<file path="config.mk">
export PLATFORM = sky130hd
export DESIGN_NAME = capwin_top
export DESIGN_NICKNAME = d
export VERILOG_FILES = /design/src/rtl/capwin_pkg.sv /design/src/rtl/capwin_sync_edge.sv /design/src/rtl/capwin_line_counter.sv /design/src/rtl/capwin_ctrl.sv /design/src/rtl/capwin_top.sv
export SDC_FILE = /design/constraint.sdc
export NUM_CORES = 1
export LEC_CHECK = 0
export BUFFER_PORTS_ARGS = -buffer_cell sky130_fd_sc_hd__buf_2
export CELL_PAD_IN_SITES_DETAIL_PLACEMENT = 1
export CELL_PAD_IN_SITES_GLOBAL_PLACEMENT = 1
export CORE_AREA = 2 2 57 59
export CTS_BUF_LIST = sky130_fd_sc_hd__clkbuf_4
export DETAILED_ROUTE_END_ITERATION = 10
export DIE_AREA = 0 0 59 61
export PLACE_DENSITY = 0.85
export SYNTH_ARGS = -nofsm -noshare
export SYNTH_HDL_FRONTEND = slang
export SYNTH_HIERARCHICAL = 1
export SYNTH_SLANG_ARGS = --single-unit
</file>
<file path="constraint.sdc">
create_clock -name clk -period 2 [get_ports clk]
set_input_delay 0.5 -clock clk [delete_from_list [all_inputs] [get_ports clk]]
set_output_delay 0.5 -clock clk [all_outputs]
set_load 0.05 [all_outputs]
</file>
<file path="src/rtl/capwin_pkg.sv">
package capwin_pkg;
  typedef struct packed {
    logic pend;
    logic busy;
    logic done;
    logic we;
  } capwin_flags_t;
endpackage

</file>
<file path="src/rtl/capwin_sync_edge.sv">
module capwin_sync_edge #(
  parameter int STAGES = 2
) (
  input  logic clk,
  input  logic rst_n,
  input  logic async_i,
  output logic rise_o,
  output logic fall_o
);
  logic [STAGES-1:0] chain_q;
  logic              prev_q;

  always_ff @(posedge clk or negedge rst_n) begin
    if (!rst_n) begin
      chain_q <= '0;
      prev_q  <= 1'b0;
    end else begin
      chain_q <= {chain_q[STAGES-2:0], async_i};
      prev_q  <= chain_q[STAGES-1];
    end
  end

  assign rise_o = chain_q[STAGES-1] & ~prev_q;
  assign fall_o = ~chain_q[STAGES-1] & prev_q;
endmodule

</file>
<file path="src/rtl/capwin_line_counter.sv">
module capwin_line_counter #(
  parameter int LINE_W = 10
) (
  input  logic              clk,
  input  logic              rst_n,
  input  logic              line_rise_i,
  input  logic              frame_fall_i,
  output logic [LINE_W-1:0] last_lines_o
);
  localparam logic [LINE_W-1:0] CNT_MAX = {LINE_W{1'b1}};

  logic [LINE_W-1:0] cnt_q, cnt_d, last_q;
  logic              cnt_en;

  always_comb begin
    cnt_en = 1'b0;
    cnt_d  = cnt_q;
    if (frame_fall_i) begin
      cnt_en = 1'b1;
      cnt_d  = line_rise_i ? LINE_W'(1) : '0;
    end else if (line_rise_i && (cnt_q != CNT_MAX)) begin
      cnt_en = 1'b1;
      cnt_d  = cnt_q + LINE_W'(1);
    end
  end

  always_ff @(posedge clk or negedge rst_n) begin
    if (!rst_n) begin
      cnt_q <= '0;
    end else if (cnt_en) begin
      cnt_q <= cnt_d;
    end
  end

  always_ff @(posedge clk or negedge rst_n) begin
    if (!rst_n) begin
      last_q <= '0;
    end else if (frame_fall_i) begin
      last_q <= cnt_q;
    end
  end

  assign last_lines_o = last_q;
endmodule

</file>
<file path="src/rtl/capwin_ctrl.sv">
module capwin_ctrl
  import capwin_pkg::*;
(
  input  logic clk,
  input  logic rst_n,
  input  logic req_i,
  input  logic query_i,
  input  logic frame_fall_i,
  output logic we_o,
  output logic busy_o,
  output logic rsp_valid_o,
  output logic rsp_done_o
);
  capwin_flags_t cur_q, nxt;
  logic          rsp_v_q, rsp_d_q, rsp_d_nxt;

  always_comb begin
    nxt       = cur_q;
    rsp_d_nxt = 1'b0;
    if (query_i && !cur_q.busy) begin
      rsp_d_nxt = cur_q.done;
      nxt.done  = 1'b0;
    end
    if (frame_fall_i) begin
      if (cur_q.pend) begin
        nxt.we   = 1'b1;
        nxt.done = 1'b0;
        nxt.busy = 1'b1;
      end else begin
        nxt.we = 1'b0;
        if (cur_q.busy) begin
          nxt.busy = 1'b0;
          nxt.done = 1'b1;
        end
        if (req_i) nxt.busy = 1'b1;
      end
      nxt.pend = req_i;
    end else if (req_i) begin
      nxt.pend = 1'b1;
      nxt.busy = 1'b1;
    end
  end

  always_ff @(posedge clk or negedge rst_n) begin
    if (!rst_n) begin
      cur_q   <= '0;
      rsp_v_q <= 1'b0;
      rsp_d_q <= 1'b0;
    end else begin
      cur_q   <= nxt;
      rsp_v_q <= query_i;
      rsp_d_q <= rsp_d_nxt;
    end
  end

  assign we_o        = cur_q.we;
  assign busy_o      = cur_q.busy;
  assign rsp_valid_o = rsp_v_q;
  assign rsp_done_o  = rsp_d_q;
endmodule

</file>
<file path="src/rtl/capwin_top.sv">
module capwin_top #(
  parameter int LINE_W      = 10,
  parameter int SYNC_STAGES = 2
) (
  input  logic              clk,
  input  logic              rst_n,
  input  logic              cap_req_i,
  input  logic              done_query_i,
  input  logic              vsync_i,
  input  logic              href_i,
  output logic              wr_en_o,
  output logic              busy_o,
  output logic              rsp_valid_o,
  output logic              rsp_done_o,
  output logic [LINE_W-1:0] last_lines_o
);
  logic vs_rise, vs_fall, hr_rise, hr_fall;

  capwin_sync_edge #(.STAGES(SYNC_STAGES)) u_vs_sync (
    .clk(clk), .rst_n(rst_n), .async_i(vsync_i), .rise_o(vs_rise), .fall_o(vs_fall)
  );

  capwin_sync_edge #(.STAGES(SYNC_STAGES)) u_hr_sync (
    .clk(clk), .rst_n(rst_n), .async_i(href_i), .rise_o(hr_rise), .fall_o(hr_fall)
  );

  capwin_line_counter #(.LINE_W(LINE_W)) u_lines (
    .clk(clk), .rst_n(rst_n), .line_rise_i(hr_rise), .frame_fall_i(vs_fall),
    .last_lines_o(last_lines_o)
  );

  capwin_ctrl u_ctrl (
    .clk(clk), .rst_n(rst_n), .req_i(cap_req_i), .query_i(done_query_i),
    .frame_fall_i(vs_fall), .we_o(wr_en_o), .busy_o(busy_o),
    .rsp_valid_o(rsp_valid_o), .rsp_done_o(rsp_done_o)
  );

  logic unused_edges;
  assign unused_edges = vs_rise ^ hr_fall;
endmodule

</file>
---- Word level (Yosys, flattened, before mapping) ----
Cells that the tools add are included.
cells by class
  add/sub/neg operators ................... 1
  eq/ne operators ......................... 1
  mux-type cells .......................... 13
  bitwise gates (word level) .............. 4
  reductions and logical operators ........ 6
operator list
  kind                                           number
  two-way mux 10 bit                             2
  adder 10 x 1 -> 10 bit, second input constant  1
  != test 10 bit, second input constant          1
  two-way mux 1 bit                              7
  two-way mux 2 bit                              3
  nonzero test 2 bit                             2
  two-way mux 3 bit                              1
  AND 1 bit                                      2
  logical AND 1 bit                              2
  NOT 1 bit                                      2
  AND reduction 2 bit                            1
  zero test 1 bit                                1
storage, ports and cells
  bits in registers ....................... 32
  bits of input ports ..................... 6
  output and inout bits ................... 14
  word-level logic and storage cells ...... 37

---- Logic depth before layout (Yosys ltp) ----
Gate-level depths: netlist of the first run.
  word-level depth ........................ 6
  mapped depth ............................ 6

---- Cells and area by module ----
Netlist of the first run, hierarchy kept.
modules (own cells, without submodules)
  module               instances  cells each  area each (µm²)
  capwin_line_counter  1          78          908.4
  capwin_ctrl          1          17          212.7
  capwin_sync_edge     2          5           90.1

---- Least setup slack after synthesis of the first run ----
Ideal clock, no wire load.
  path kind ............................... register to register
  from .................................... register u_lines.cnt_q[0]
  to ...................................... register u_lines.cnt_q[5]
  setup time .............................. 78 ps
  data arrival time ....................... 1516 ps
  data required time ...................... 1922 ps
  setup slack ............................. 406 ps
  stages on the path, launching flop included .. 7
  buffers on the path ..................... 1
  cells stage by stage .................... dfrtp_1 ha_1 nand2_1 o31ai_1 buf_2 or3_2 a21oi_1
between the ends
  cells in the longest elaborated chain, start to end .. 5
ends and longest elaborated chain
  what                                                            RTL line                   source
  start: declaration                                              capwin_line_counter.sv:12  logic [LINE_W-1:0] cnt_q, cnt_d, last_q;
  start signal: assignment                                        capwin_line_counter.sv:31  cnt_q <= cnt_d;
  branches (longest 5 deep; another with adder 10 x 1 -> 10 bit)  --
Parallel ways; which one is timed is not known. The select of a mux whose other input is x is not followed.
A chain may end at the register's enable or synchronous reset.

---- Worst setup path after layout of the first run ----
Same ends and word-level chain as after synthesis.

==> results of run 1 <==
## per-stage QoR
step	utilization, %	hold WS (ns)	cell area [um2]	setup slack, ns
after global placement	48.0	0.332	1420	0.358
after floorplan	-	0.204	1290	0.406
after CTS	49.3	0.215	1460	0.249
final	49.3	0.206	1460	0.254
after global routing	49.3	0.236	1460	0.168
after detailed placement	48.0	0.348	1420	0.281
## worst max-delay path, stage by stage (launching register included)
cell and delay (ns):
dfrtp_1 0.44, ha_1 0.25, nand2_1 0.12, o31ai_1 0.09
buf_4 0.20, or3_2 0.42, a21oi_1 0.15
## power breakdown
part | internal [mW] | switching, mW
combinational | 0.0523 | 0.123
sequential | 0.686 | 0.0297
clock | 0.117 | 0.188
## state kept, by name, indices dropped and copies added (netlist names)
register / flops
u_ctrl/we_o: 1
u_lines/last_lines_o: 10
u_ctrl/busy_o: 1
u_lines/cnt_q: 10
u_vs_sync/prev_q: 1
u_hr_sync/prev_q: 1
u_ctrl/rsp_done_o: 1
u_ctrl/cur_q: 2
u_vs_sync/chain_q: 2
u_ctrl/rsp_valid_o: 1
u_hr_sync/chain_q: 2
## path summary, 6_finish.rpt
path	from	cells after the start	endpoint	slack, ns
setup / recovery	u_lines/cnt_q[0]	6	u_lines/cnt_q[5]	0.25
hold / removal	rst_n	1	u_lines/last_lines_o[8]	0.21
setup reg to reg	u_lines/cnt_q[0]	6	u_lines/cnt_q[5]	0.25
hold reg to reg	u_vs_sync/chain_q[0]	0	u_vs_sync/chain_q[1]	0.36
max in group asynchronous	rst_n	1	u_hr_sync/chain_q[1]	1.35
min in group clk	href_i	1	u_hr_sync/chain_q[0]	0.28
## routing by layer
metal / share of wire, % / routed length, um / track usage (%)
met1: 42 / 1010 / 18.9
met2: 51 / 1240 / 27.1
met3: 4.1 / 99 / 6.40
met4: 2.6 / 63 / 9.09
met5: 0 / 0 / 0
## final cells by class
cell class,instances,area [um2]
clock buffers,5,37.5
fillers,329,1500
inverters,4,15.0
multi-input cells,64,458
flip-flops and latches,32,801
well taps,33,41.3
repair buffers,20,103
## cells in the final DEF (no fill, tap or decap), drive strengths merged, types with 2 or more instances in the layout
cell type  count
nor4           2
buf           20
mux2          10
o21ai          4
nor2b          2
nand3b         2
or3            3
nand2          8
nand4          2
dfrtp         32
a21oi          4
mux2i          3
clkbuf         5
nand3          3
nor2           5
o31ai          2
inv            4
nand2b         2
==> results.toml, run 1 <==
[global_route]
grt_antenna_before_repair = 0
grt_pass1_vias = 897
grt_pass1_wl_um = 4210
grt.total_usage_pct = 16.6
overflow = 0
grt_max_degree = 33

[timing]
fmax_ghz = 0.573
rsz0062_at_grt = "no"
fin_skew_ns = 0.00872
setup_viol = 0
period_needed_ns = 1.75
hold_violations = 0
post-route-period-util_pct = 87.3
finalSetupTns_ns = 0
worst_pin_slew_ns = 0.676
slew_headroom_pct = 55.0
report.final.slew_viol_count = 0

[die]
coreArea_um2 = 2950
start_util_pct = 43.6
die-area_um2 = 3600
fp.dieW_um = 59
die_y_um = 61
ios = 20
num_rows = 20

[clock_network]
clkTransAtPathRegs_ns = 0.09
postCtsHoldBufs = 0
cts_tree = "built"
cts-resized-gates = 0
clk_latency_ns = 0.33
cts_buffer_depth = 2
cts_sinks = 32
htree_levels = 2
post_cts.repair.setup_buffers = 0
cts-root-buf = "clkbuf_4"
cts_buffers = 5

[drt]
drt_pass1_iterations = 4
drcViolationCount = 0
ant_nets = 0
vias = 863
wl_per_cell_um = 15.2
drt_wl_total_um = 2410
viasPerCell = 5.46
drt_iter0_markers = 6

[placed_design]
portBuffers = 19
place_inst = 153
dp_hpwl_um = 1690
place.gp.congestion = 0.800

[final_layout]
layout.cells.non_filler = 158
drive_above_1_share_pct = 32.8
final_nets = 134
n_antenna_cell = 0
areaGrowthSynthToFinish_pct = 13.1

[run_status]
status = "finished, final reports clean"

[pwr]
cellLeakagePower_nw = 0.682
ir_worst_vdd_uv = 312
finalPower_mw = 1.20
power_density_nw_per_um2 = 822

[job]
cap_violations = 0

[setup_path]
end_kind = "register"
cp.required_ns = 2.25
cp_max_fo = 12
critPathLaunchType = "register"
crit_type = "reg -> reg"
crit_arrival_ns = 1.99

[synth]
synth_area_um2 = 1290
syn_nets = 110
synth_cells = 103
synth_warnings = 6
syn_area_per_cell_um2 = 12.5

[min_path]
hp-class = "in -> async"
Power figures use the tool's default switching activity.
==> run 2: changes to the inputs <==
CORE_AREA = 2 2 55 57   (was 2 2 57 59)
DIE_AREA = 0 0 57 59   (was 0 0 59 61)
PLACE_DENSITY = 0.9   (was 0.85)
clock period = 2.3 ns   (was 2 ns; I/O delays follow)
==> results.toml, run 2 (synthesized netlist as in run 1, its figures left out) <==
[timing]
hold_violations = 0
worst_pin_slew_ns = 0.699
report.final.slew_viol_count = 0
fin_skew_ns = 0.00904
rsz0062_at_grt = "no"
post-route-period-util_pct = 89.2
fmax_ghz = 0.487
period_needed_ns = 2.05
slew_headroom_pct = 53.4
setup_viol = 0
finalSetupTns_ns = 0

[clock_network]
htree_levels = 2
clk_latency_ns = 0.33
cts-root-buf = "clkbuf_4"
cts_buffers = 5
post_cts.repair.setup_buffers = 0
cts_sinks = 32
cts_buffer_depth = 2
clkTransAtPathRegs_ns = 0.10
postCtsHoldBufs = 0
cts_tree = "built"
cts-resized-gates = 0

[drt]
wl_per_cell_um = 15.6
vias = 895
drcViolationCount = 0
drt_pass1_iterations = 4
drt_iter0_markers = 17
ant_nets = 0
drt_wl_total_um = 2490
viasPerCell = 5.63

[global_route]
grt_max_degree = 33
grt_pass1_wl_um = 4440
grt_pass1_vias = 974
grt_antenna_before_repair = 0
grt.total_usage_pct = 17.6
overflow = 0

[final_layout]
final_cell_mix = "dfrtp_1, buf_2, mux2_2"
final_nets = 134
n_antenna_cell = 0
drive_above_1_share_pct = 32.8
final_common_cell = "dfrtp_1"
areaGrowthSynthToFinish_pct = 15.9
fin_area_um2 = 1490

[min_path]
hp-class = "in -> async"

[pwr]
power_density_nw_per_um2 = 797
p_int_mw = 0.865
power_frac_comb_pct = 13.1
ir_worst_vdd_uv = 528
clkPwrFrac_pct = 34.3
cellLeakagePower_nw = 0.699
seq_power_share_pct = 52.6
switching_share_pct = 27.1
p_sw_mw = 0.322

[die]
start_util_pct = 47.5
ios = 20
fp.dieW_um = 57
die_y_um = 59
coreArea_um2 = 2710
num_rows = 19
die-area_um2 = 3360

[setup_path]
end_kind = "register"
setup.worst_path.start = "u_lines/cnt_q[0]"
cp_cell_sequence = "ha_1, nand2_1, o31ai_1, buf_4, nor4_1, o21ba_2"
cp_slowest_cell = "o31ai_1"
rr_startpoint = "u_lines/cnt_q[0]"
crit_type = "reg -> reg"
crit_arrival_ns = 2.27
critPathMaxStageDelay_ns = 0.60
critPathLaunchType = "register"
cp_max_fo = 8
cp.required_ns = 2.52

[placed_design]
dp_hpwl_um = 1770
place.gp.congestion = 0.777
dpl_cell_area_um2 = 1420
portBuffers = 19

[run_status]
status = "finished, final reports clean"

[job]
cap_violations = 0
## run 2: cell count changes in the layout (fill, tap and decap cells not counted), sizes merged
cell    previous run  this run
bufinv             0         1
clkinv             0         2
## run 2: layer usage
metal  vias to the layer above  global-route usage (%)  part of all wire [%]
met5                         -                       0                     0
li1                        419                       -                     -
met2                        23                    29.9                    51
met4                         0                    7.97                   1.9
met1                       445                    21.3                    42
met3                         8                    4.59                   4.9
## run 2: path summary, 6_finish.rpt
| kind | endpoint | slack (ns) | cells after the start |
|---|---|---|---|
| worst max-delay path | u_lines/cnt_q[9] | 0.25 | 6 |
| worst min-delay path | u_lines/last_lines_o[0] | 0.28 | 1 |
| worst max register to register | u_lines/cnt_q[9] | 0.25 | 6 |
| worst min register to register | u_vs_sync/chain_q[1] | 0.36 | 0 |
| max in group asynchronous | u_lines/cnt_q[7] | 1.57 | 1 |
| min in group clk | u_vs_sync/chain_q[0] | 0.34 | 1 |
## run 2: final cells by class
cell class / count / area, um2
fill: 293 / 1220
sequential: 32 / 801
multi-input combinational: 64 / 458
timing repair buffer: 20 / 103
tap: 31 / 38.8
clock buffer: 5 / 37.5
clock inverter: 3 / 37.5
inverter: 4 / 15.0
## run 2: power by group through the flow
stage | registers (mW) | clock network, mW | logic [mW]
3_3_place_gp | 0.631 | 0 | 0.150
2_1_floorplan | 0.688 | 0 | 0.0506
3_5_place_dp | 0.636 | 0 | 0.157
6_report | 0.625 | 0.407 | 0.155
5_1_grt | 0.632 | 0.445 | 0.168
4_1_cts | 0.625 | 0.424 | 0.158
## run 2: worst max-delay path: cells and delay by family, from the launching register on
| family | cells | cell delay, ns |
|---|---|---|
| fa+ha+maj | 1 | 0.25 |
| simple gates | 2 | 0.17 |
| buf+inv | 1 | 0.27 |
| flops | 1 | 0.46 |
| compound gates | 2 | 0.79 |
## run 2: metrics by stage
| step | hold slack (ns) | cells | setup slack, ns | utilization [%] | total power [mW] |
|---|---|---|---|---|---|
| after detailed placement | 0.339 | 151 | 0.304 | 52.2 | 0.794 |
| after global routing | 0.302 | 159 | 0.0915 | 55.0 | 1.25 |
| after floorplan | 0.279 | 103 | 0.706 | - | 0.739 |
| after CTS | 0.291 | 159 | 0.274 | 55.0 | 1.21 |
| after global placement | 0.333 | 151 | 0.514 | 52.2 | 0.781 |
| final | 0.281 | 159 | 0.248 | 55.0 | 1.19 |
==> run 3: changes to the inputs <==
CELL_PAD_IN_SITES_DETAIL_PLACEMENT = unset   (was 1)
CELL_PAD_IN_SITES_GLOBAL_PLACEMENT = unset   (was 1)
CORE_AREA = 2 2 49 51   (was 2 2 55 57)
CTS_BUF_LIST = sky130_fd_sc_hd__clkbuf_8   (was sky130_fd_sc_hd__clkbuf_4)
DIE_AREA = 0 0 51 53   (was 0 0 57 59)
PLACE_DENSITY = 0.92   (was 0.9)
==> results.toml, run 3 (synthesized netlist as in run 1, its figures left out) <==
[clock_network]
cts_tree = "built"
clkTransAtPathRegs_ns = 0.06
htree_levels = 2
post_cts.repair.setup_buffers = 0
cts_sinks = 32
cts_buffers = 5
cts-root-buf = "clkbuf_8"
cts-resized-gates = 0
cts_buffer_depth = 2
clk_latency_ns = 0.28
postCtsHoldBufs = 0

[placed_design]
place.gp.congestion = 0.837
portBuffers = 19
dp_hpwl_um = 1500

[final_layout]
areaGrowthSynthToFinish_pct = 19.0
final_common_cell = "dfrtp_1"
n_antenna_cell = 0
seqCellArea_um2 = 801
final_cell_mix = "dfrtp_1, buf_2, mux2_2"
multiInputGateArea_um2 = 458
fillers = 149
drive_above_1_share_pct = 34.9
final_nets = 135

[drt]
met1Wirelength_um = 895
route.met3.wl_um = 92
drt_iter0_markers = 17
viasPerCell = 5.57
wl_per_cell_um = 14.1
drt_pass1_iterations = 4
wl_met2_um = 1200
maxUsedRoutingLayer = "met4"
drt_wl_total_um = 2210
drcViolationCount = 0
vias = 875
ant_nets = 0

[global_route]
grt_max_degree = 33
grt_pass1_wl_um = 3800
grt.total_usage_pct = 20.3
grt_antenna_before_repair = 0
overflow = 0
grt_pass1_vias = 882

[setup_path]
crit_family = "simple AND/OR/NAND/NOR gates"
critPathLaunchType = "register"
timing.rr.end = "u_lines/cnt_q[7]"
regToRegSetupSlack_ns = 0.58
cp_max_fo = 6
cp_slowest_cell = "dfrtp_1"
cp_cell_sequence = "ha_1, nand2_1, o31ai_1, buf_4, or4_1, a21oi_1"
rr_startpoint = "u_lines/cnt_q[0]"
crit_type = "reg -> reg"
setup.worst_path.start = "u_lines/cnt_q[0]"
reg2regPathDepth = 6
critPathMaxStageDelay_ns = 0.44
crit_arrival_ns = 1.91
cp.required_ns = 2.50
end_kind = "register"
crit_buf_inv = 1

[pwr]
cellLeakagePower_nw = 0.718
p_int_mw = 0.964
finalPower_mw = 1.30
ir_worst_vdd_uv = 497
power_frac_comb_pct = 11.9
seq_power_share_pct = 48.1
p_sw_mw = 0.334
clkPwrFrac_pct = 40.0
power_density_nw_per_um2 = 848
switching_share_pct = 25.7

[timing]
timing.hold.ws_ns = 0.333
report.final.slew_viol_count = 0
finalSetupTns_ns = 0
hold_violations = 0
fmax_ghz = 0.583
post-route-period-util_pct = 74.6
worst_pin_slew_ns = 0.671
period_needed_ns = 1.72
fin_skew_ns = 0.00397
setup_viol = 0
rsz0062_at_grt = "no"
slew_headroom_pct = 55.3

[run_status]
status = "finished, final reports clean"

[die]
die-area_um2 = 2700
fp.dieW_um = 51
num_rows = 17
ios = 20
die_y_um = 53
coreArea_um2 = 2150
start_util_pct = 59.9

[min_path]
hp-class = "in -> async"

[job]
cap_violations = 0
==> run 3: changes by cell type in the layout (fill, tap and decap cells not counted), sizes merged <==
cell      previous run  this run
buf                 20        21
clkinvlp             0         1
clkinv               2         1
==> run 3: cell type report <==
| cell class | count | share of cell area, % |
|---|---|---|
| repair buffers | 21 | 7.20 |
| well taps | 28 | 2.29 |
| multi-input cells | 64 | 29.9 |
| clock buffers | 5 | 4.50 |
| inverters | 4 | 0.981 |
| clock inverters | 3 | 2.78 |
| flip-flops and latches | 32 | 52.3 |
==> run 3: how the worst max path moves through the flow <==
stage	endpoint	slack, ns	cells after the start
2_1_floorplan	u_lines/cnt_q[5]	0.71	6
3_3_place_gp	u_lines/cnt_q[9]	0.66	6
3_5_place_dp	u_lines/cnt_q[7]	0.59	6
4_1_cts	u_lines/cnt_q[7]	0.59	6
5_1_grt	u_lines/cnt_q[7]	0.48	6
6_report	u_lines/cnt_q[7]	0.58	6
==> run 3: layer usage <==
layer,vias to the layer above,track usage [%]
met5,-,0
met4,0,9.46
met3,4,8.47
met2,24,35.9
met1,434,20.7
li1,413,-
==> run 3: worst register-to-register path: cells and delay by family (launching register included) <==
| kind | cells | cell delay (ns) |
|---|---|---|
| flops | 1 | 0.44 |
| compound gates | 2 | 0.26 |
| fa+ha+maj | 1 | 0.25 |
| buf+inv | 1 | 0.18 |
| simple gates | 2 | 0.52 |
==> run 3: metrics by stage <==
step	setup slack, ns	cells	cell area [um2]	utilization (%)
6_report	0.584	157	1530	71.2
5_1_grt	0.481	157	1530	71.2
4_1_cts	0.588	157	1530	71.2
3_5_place_dp	0.594	149	1420	66.0
3_3_place_gp	0.662	149	1420	66.0
2_1_floorplan	0.706	103	1290	-
==> run 3: power by group through the flow <==
stage	Sequential, mW	Combinational [mW]	Clock, mW
final	0.624	0.154	0.520
after global routing	0.630	0.166	0.562
after CTS	0.625	0.156	0.536
after detailed placement	0.636	0.155	0
after global placement	0.630	0.150	0
after floorplan	0.688	0.0506	0
